### src/rtl/async_tx_pkg.sv
package async_tx_pkg;
  typedef enum logic [2:0] {
    TX_IDLE,
    TX_START,
    TX_DATA,
    TX_PAR,
    TX_STOP
  } tx_state_e;
endpackage

### src/rtl/async_tx_hold.sv
module async_tx_hold #(
  parameter int DATA_W = 8
) (
  input  logic              clk_i,
  input  logic              rst_ni,
  input  logic              wr_i,
  input  logic [DATA_W-1:0] wdata_i,
  input  logic              take_i,
  output logic              full_o,
  output logic [DATA_W-1:0] data_o
);
  always_ff @(posedge clk_i or negedge rst_ni) begin
    if (!rst_ni) begin
      full_o <= 1'b0;
      data_o <= '0;
    end else begin
      // a write in the same cycle as a take refills the register
      if (wr_i) begin
        full_o <= 1'b1;
        data_o <= wdata_i;
      end else if (take_i) begin
        full_o <= 1'b0;
      end
    end
  end
endmodule

### src/rtl/async_tx_parity.sv
module async_tx_parity #(
  parameter int DATA_W = 8,
  parameter int MIN_W  = 5,
  localparam int WLEN_W = $clog2(DATA_W - MIN_W + 1)
) (
  input  logic [DATA_W-1:0] data_i,
  input  logic [WLEN_W-1:0] wlen_i,
  input  logic              odd_i,
  output logic              par_o
);
  always_comb begin
    par_o = odd_i;
    for (int i = 0; i < DATA_W; i++) begin
      if (i < MIN_W + int'(wlen_i)) par_o = par_o ^ data_i[i];
    end
  end
endmodule

### src/rtl/async_tx_shift.sv
module async_tx_shift
  import async_tx_pkg::*;
#(
  parameter int DATA_W = 8,
  parameter int MIN_W  = 5,
  parameter int OVS    = 16,
  localparam int WLEN_W = $clog2(DATA_W - MIN_W + 1),
  localparam int CNT_W  = $clog2(2 * OVS + 1),
  localparam int IDX_W  = $clog2(DATA_W)
) (
  input  logic              clk_i,
  input  logic              rst_ni,
  input  logic              tick_i,
  input  logic              hold_full_i,
  input  logic [DATA_W-1:0] hold_data_i,
  input  logic [WLEN_W-1:0] wlen_i,
  input  logic              par_en_i,
  input  logic              par_i,
  input  logic              stop_long_i,
  output logic              take_o,
  output logic              busy_o,
  output logic              txd_o
);
  tx_state_e         state_q;
  logic [CNT_W-1:0]  cnt_q;
  logic [CNT_W-1:0]  bit_lim;
  logic [CNT_W-1:0]  stop_lim_q;
  logic [IDX_W-1:0]  idx_q;
  logic [IDX_W-1:0]  last_idx_q;
  logic [DATA_W-1:0] shreg_q;
  logic              pen_q;
  logic              par_q;
  logic              bit_end;

  assign bit_lim = (state_q == TX_STOP) ? stop_lim_q : CNT_W'(OVS);
  assign bit_end = tick_i && (cnt_q == bit_lim - CNT_W'(1));
  assign take_o  = hold_full_i && ((state_q == TX_IDLE) || (state_q == TX_STOP && bit_end));
  assign busy_o  = (state_q != TX_IDLE);

  always_comb begin
    unique case (state_q)
      TX_START: txd_o = 1'b0;
      TX_DATA:  txd_o = shreg_q[0];
      TX_PAR:   txd_o = par_q;
      default:  txd_o = 1'b1;
    endcase
  end

  always_ff @(posedge clk_i or negedge rst_ni) begin
    if (!rst_ni) begin
      state_q    <= TX_IDLE;
      cnt_q      <= '0;
      stop_lim_q <= CNT_W'(OVS);
      idx_q      <= '0;
      last_idx_q <= '0;
      shreg_q    <= '0;
      pen_q      <= 1'b0;
      par_q      <= 1'b0;
    end else if (take_o) begin
      // frame configuration is frozen here
      state_q    <= TX_START;
      cnt_q      <= '0;
      idx_q      <= '0;
      shreg_q    <= hold_data_i;
      last_idx_q <= IDX_W'(MIN_W - 1) + IDX_W'(wlen_i);
      pen_q      <= par_en_i;
      par_q      <= par_i;
      if (!stop_long_i)        stop_lim_q <= CNT_W'(OVS);
      else if (wlen_i == '0)   stop_lim_q <= CNT_W'(OVS + OVS / 2);
      else                     stop_lim_q <= CNT_W'(2 * OVS);
    end else if (tick_i && state_q != TX_IDLE) begin
      if (!bit_end) begin
        cnt_q <= cnt_q + CNT_W'(1);
      end else begin
        cnt_q <= '0;
        unique case (state_q)
          TX_START: state_q <= TX_DATA;
          TX_DATA: begin
            shreg_q <= shreg_q >> 1;
            if (idx_q == last_idx_q) state_q <= pen_q ? TX_PAR : TX_STOP;
            else                     idx_q <= idx_q + IDX_W'(1);
          end
          TX_PAR:  state_q <= TX_STOP;
          default: state_q <= TX_IDLE;
        endcase
      end
    end
  end
endmodule

### src/rtl/async_tx.sv
module async_tx #(
  parameter int DATA_W = 8,
  parameter int MIN_W  = 5,
  parameter int OVS    = 16,
  localparam int WLEN_W = $clog2(DATA_W - MIN_W + 1)
) (
  input  logic              clk_i,
  input  logic              rst_ni,
  input  logic              tick_i,
  input  logic              wr_i,
  input  logic [DATA_W-1:0] wdata_i,
  input  logic [WLEN_W-1:0] wlen_i,
  input  logic              par_en_i,
  input  logic              par_odd_i,
  input  logic              stop_long_i,
  output logic              txd_o,
  output logic              hold_empty_o,
  output logic              shift_empty_o
);
  logic              hold_full;
  logic [DATA_W-1:0] hold_data;
  logic              take;
  logic              busy;
  logic              par;

  async_tx_hold #(.DATA_W(DATA_W)) u_hold (
    .clk_i   (clk_i),
    .rst_ni  (rst_ni),
    .wr_i    (wr_i),
    .wdata_i (wdata_i),
    .take_i  (take),
    .full_o  (hold_full),
    .data_o  (hold_data)
  );

  async_tx_parity #(.DATA_W(DATA_W), .MIN_W(MIN_W)) u_par (
    .data_i (hold_data),
    .wlen_i (wlen_i),
    .odd_i  (par_odd_i),
    .par_o  (par)
  );

  async_tx_shift #(.DATA_W(DATA_W), .MIN_W(MIN_W), .OVS(OVS)) u_shift (
    .clk_i       (clk_i),
    .rst_ni      (rst_ni),
    .tick_i      (tick_i),
    .hold_full_i (hold_full),
    .hold_data_i (hold_data),
    .wlen_i      (wlen_i),
    .par_en_i    (par_en_i),
    .par_i       (par),
    .stop_long_i (stop_long_i),
    .take_o      (take),
    .busy_o      (busy),
    .txd_o       (txd_o)
  );

  assign hold_empty_o  = ~hold_full;
  assign shift_empty_o = ~hold_full & ~busy;
endmodule

### config.mk
export PLATFORM = sky130hd
export DESIGN_NAME = async_tx
export DESIGN_NICKNAME = d
export VERILOG_FILES = /design/src/rtl/async_tx_pkg.sv /design/src/rtl/async_tx_hold.sv /design/src/rtl/async_tx_parity.sv /design/src/rtl/async_tx_shift.sv /design/src/rtl/async_tx.sv
export SDC_FILE = /design/constraint.sdc
export NUM_CORES = 1
export LEC_CHECK = 0
export ABC_CLOCK_PERIOD_IN_PS = 3200
export BUFFER_PORTS_ARGS = -buffer_cell sky130_fd_sc_hd__buf_4
export CORE_ASPECT_RATIO = 0.8
export CORE_MARGIN = 3
export CORE_UTILIZATION = 55
export CTS_CLUSTER_DIAMETER = 60
export DETAILED_ROUTE_END_ITERATION = 6
export GPL_TIMING_DRIVEN = 0
export MAX_ROUTING_LAYER = met4
export PLACE_DENSITY = 0.82
export SYNTH_ARGS = -nofsm -noshare
export SYNTH_HDL_FRONTEND = slang
export SYNTH_SLANG_ARGS = --single-unit
### constraint.sdc
create_clock -name clk_i -period 3.2 [get_ports clk_i]
set_clock_uncertainty 0.15 [all_clocks]
set_input_delay 0.64 -clock clk_i [delete_from_list [all_inputs] [get_ports clk_i]]
set_output_delay 0.64 -clock clk_i [all_outputs]
set_load 0.02 [all_outputs]
==> run metrics <==
WP data arrival just under 3000 ps; Worst VDD drop 0.563 mV; Initial Util 60.5%; Max Used Layer met4; Setup Crit Path Kind reg2reg; LEAKAGE around 0.98 nW; Max Buffers Root-to-Sink 2; reg-to-reg slack, setup roughly 270 ps; ant diodes 0; Worst R2R Start u_shift.state_q[1]$_DFFE_PN0P_; Mapped Nets a little over 200; CP max stage cell dfrtp_1; initial antenna violation count 0; area of the die around 4400 um^2; Pins Over Slew Limit 0; I/O Buffers 18; final hold vios 0; met2 wire len just under 2000 um; number of setup violations in the final report 0; placer congestion estimate 0.843; drt pass-1 iters 4; Worst EP required roughly 3200 ps; Top Family by Delay on Critical Path simple AND/OR/NAND/NOR gates; RSZ-0062 raised after global routing false; Largest stage delay, worst path roughly 420 ps; Reg area 927 um^2; final net count ~230; Total Routing Usage GR between 20% and 30%; Combinational Power Share about two fifths; syn_area_per_cell 10.6 um^2; number of distinct library cells after synthesis 48; multi-input logic area 963 um^2; Syn-to-layout area delta 14.2%; global-route wire length before repair around 7400 um; setup TNS 0 ps; share of layout cells above drive strength 1 between 20% and 30%; CP cell instances buf_2 -> and4bb_1 -> inv_1 -> ha_1 -> xnor2_1 -> nor2_1 -> nand4_1 -> clkbuf_1 -> o221ai_1 -> o21ai_0; Syn. warnings 0; Net Switching roughly 630 uW; worst slew pin tran about 490 ps; CTS Hold Buffers Added 0; row cnt 18; Core Region ~3300 um^2; sw frac about 37%; clock root buffer clkbuf_8; Mapped Area ~2000 um^2; Seq pwr share 41.2%; max-capacitance violation count 0; largest net degree at the start of global routing 38; worst r2r path cells 10; dpl cells 245; Top-Level Pins 20; Hold WS between 100 and 150 ps; WL per Instance between 15 and 20 um; Crit path buffers/inverters 3; pwr dens approximately 760 nW/um^2; number of H-tree levels 2; crit path time final a little under 3000 ps; WL final roughly 4300 um; vias in the first global route around 1500; outcome finished, final reports clean; DP HPWL approximately 3100 um; TritonCTS Buffers 5; 1st-iter DRT viols 116; fin crit share 91.5%; Worst Hold Class in2async; via count 1500; most common cell after layout, fill and taps aside dfrtp_1; CTS tree done; share of total power in the clock network between 10% and 20%; Critical R2R Capture u_shift.idx_q[0]$_DFFE_PN0P_; Die X approximately 73 um; Critical Path End Type register; non-filler cells, final ~250; Rel. slew slack between 60% and 70%; Post-CTS Setup Inserts 0; GRT overflow 0; chip height 59.6 um; commonest non-fill, non-tap cells in the layout dfrtp_1, buf_4, nor2_1; internal power between 1 and 1.5 mW; worst skew pair latency about 300 ps; element type at the critical path start register; vias per inst roughly 5.9; post-route ant nets 0; DR WL met3 approximately 200 um; FILL cells between 200 and 250; Seq/Total Area, Yosys ~47%; Max FO, Critical Path 10; clk slew on worst S/H paths about 80 ps; drt drc 0; Sink Count 37; WL met1 roughly 2100 um; fmax roughly 0.34 GHz; #FFs+latches synth 37; Post-Synthesis Cells about 190
-- routing by layer --
layer | track usage (%) | vias to the layer above
li1 | - | 707
met1 | 32.5 | 740
met2 | 34.1 | 46
met3 | 5.25 | 7
met4 | 7.63 | 0
met5 | - | -
-- kinds of logic (layout without fill, tap and decap cells) --
group                      Yosys count  after routing  share of synthesized area [%]
AOI/OAI and AO/OA                   37             37                           14.6
adders and majority gates            3              3                           1.90
muxes                               15             15                           8.42
DFF                                 37             37                           46.9
and+or+nand+nor                     58             58                           15.7
buffers and inverters               21             47                           4.62
xor gates and xnor gates            16             16                           7.85
-- timing repair --
action / in CTS / in global routing
endpoints found under the setup margin: 0 / 2
gates resized for setup: 0 / 1
hold endpoints to repair: 0 / 0
-- power groups by stage --
| stage | sequential [mW] | clock, mW | combinational [mW] |
|---|---|---|---|
| 2_1_floorplan | 0.686 | 0 | 0.519 |
| 3_3_place_gp | 0.706 | 0 | 0.618 |
| 3_5_place_dp | 0.715 | 0 | 0.661 |
| 4_1_cts | 0.708 | 0.341 | 0.664 |
| 5_1_grt | 0.729 | 0.363 | 0.731 |
| 6_report | 0.711 | 0.344 | 0.670 |
-- sequential cells by signal (all words and copies together) (netlist names) --
| name | count |
|---|---|
| u_hold.data_o | 8 |
| u_shift.shreg_q | 8 |
| u_shift.pen_q | 1 |
| u_hold.full_o | 1 |
| u_shift.state_q | 3 |
| u_shift.cnt_q | 6 |
| u_shift.idx_q | 3 |
| u_shift.last_idx_q | 3 |
| u_shift.par_q | 1 |
| u_shift.stop_lim_q | 3 |
-- area by class of cell --
type | count | area share, %
Clock buffer | 8 | 3.99
Tap cell | 40 | 2.22
Inverter | 13 | 2.16
Multi-Input combinational cell | 129 | 42.7
Timing Repair Buffer | 18 | 5.99
Sequential cell | 37 | 41.1
Buffer | 8 | 1.88
-- stage by stage --
stage          setup slack (ps)  utilization (%)  total power [mW]  area [um^2]
6_report                    273             69.1              1.73         2260
5_1_grt                     110             69.1              1.82         2260
4_1_cts                     209             68.9              1.71         2250
3_5_place_dp                207             66.2              1.38         2160
3_3_place_gp                362             66.2              1.32         2160
2_1_floorplan               645                -              1.20         1980
-- how the worst max path moves through the flow --
stage	from	end	slack (ps)	cells past startpoint
floorplan	u_shift.state_q[1]$_DFFE_PN0P_	u_shift.last_idx_q[0]$_DFFE_PN0P_	640	9
global placement	u_shift.state_q[0]$_DFFE_PN0P_	u_shift.shreg_q[4]$_DFFE_PN0P_	360	8
detailed placement	u_shift.state_q[0]$_DFFE_PN0P_	u_shift.idx_q[0]$_DFFE_PN0P_	210	9
CTS	u_shift.state_q[0]$_DFFE_PN0P_	u_shift.idx_q[0]$_DFFE_PN0P_	210	9
global route	u_shift.state_q[0]$_DFFE_PN0P_	u_shift.idx_q[1]$_DFFE_PN0P_	110	9
finish	u_shift.state_q[1]$_DFFE_PN0P_	u_shift.idx_q[0]$_DFFE_PN0P_	270	10
-- synth_stat cells, drive strengths merged --
master | number | area, um^2
o221ai | 1 | 8.76
a2111o | 1 | 11.3
o32a | 1 | 10.0
xor2 | 5 | 51.3
and2b | 1 | 7.51
a311o | 1 | 10.0
o22ai | 1 | 6.26
mux2i | 2 | 20.0
xnor2 | 11 | 104
a211oi | 1 | 7.51
ha | 3 | 37.5
dfstp | 1 | 26.3
and2 | 2 | 12.5
a31oi | 3 | 33.8
nor2 | 15 | 63.8
nor4 | 2 | 12.5
buf | 3 | 23.8
and4bb | 2 | 25.0
o211ai | 1 | 7.51
nor3 | 3 | 15.0
a32o | 1 | 10.0
o21ai | 10 | 50.1
nor2b | 3 | 18.8
o21bai | 2 | 15.0
a22o | 1 | 8.76
a21oi | 3 | 15.0
or3 | 1 | 6.26
mux2 | 13 | 146
or2 | 3 | 18.8
a21o | 1 | 7.51
a32oi | 1 | 8.76
nand2 | 13 | 48.8
nor3b | 4 | 30.0
nand4 | 1 | 6.26
clkbuf | 5 | 18.8
a221o | 7 | 70.1
nand3 | 8 | 45.0
o31ai | 1 | 7.51
inv | 13 | 48.8
dfrtp | 36 | 901
No activity file was read; power rests on OpenSTA's default activity.
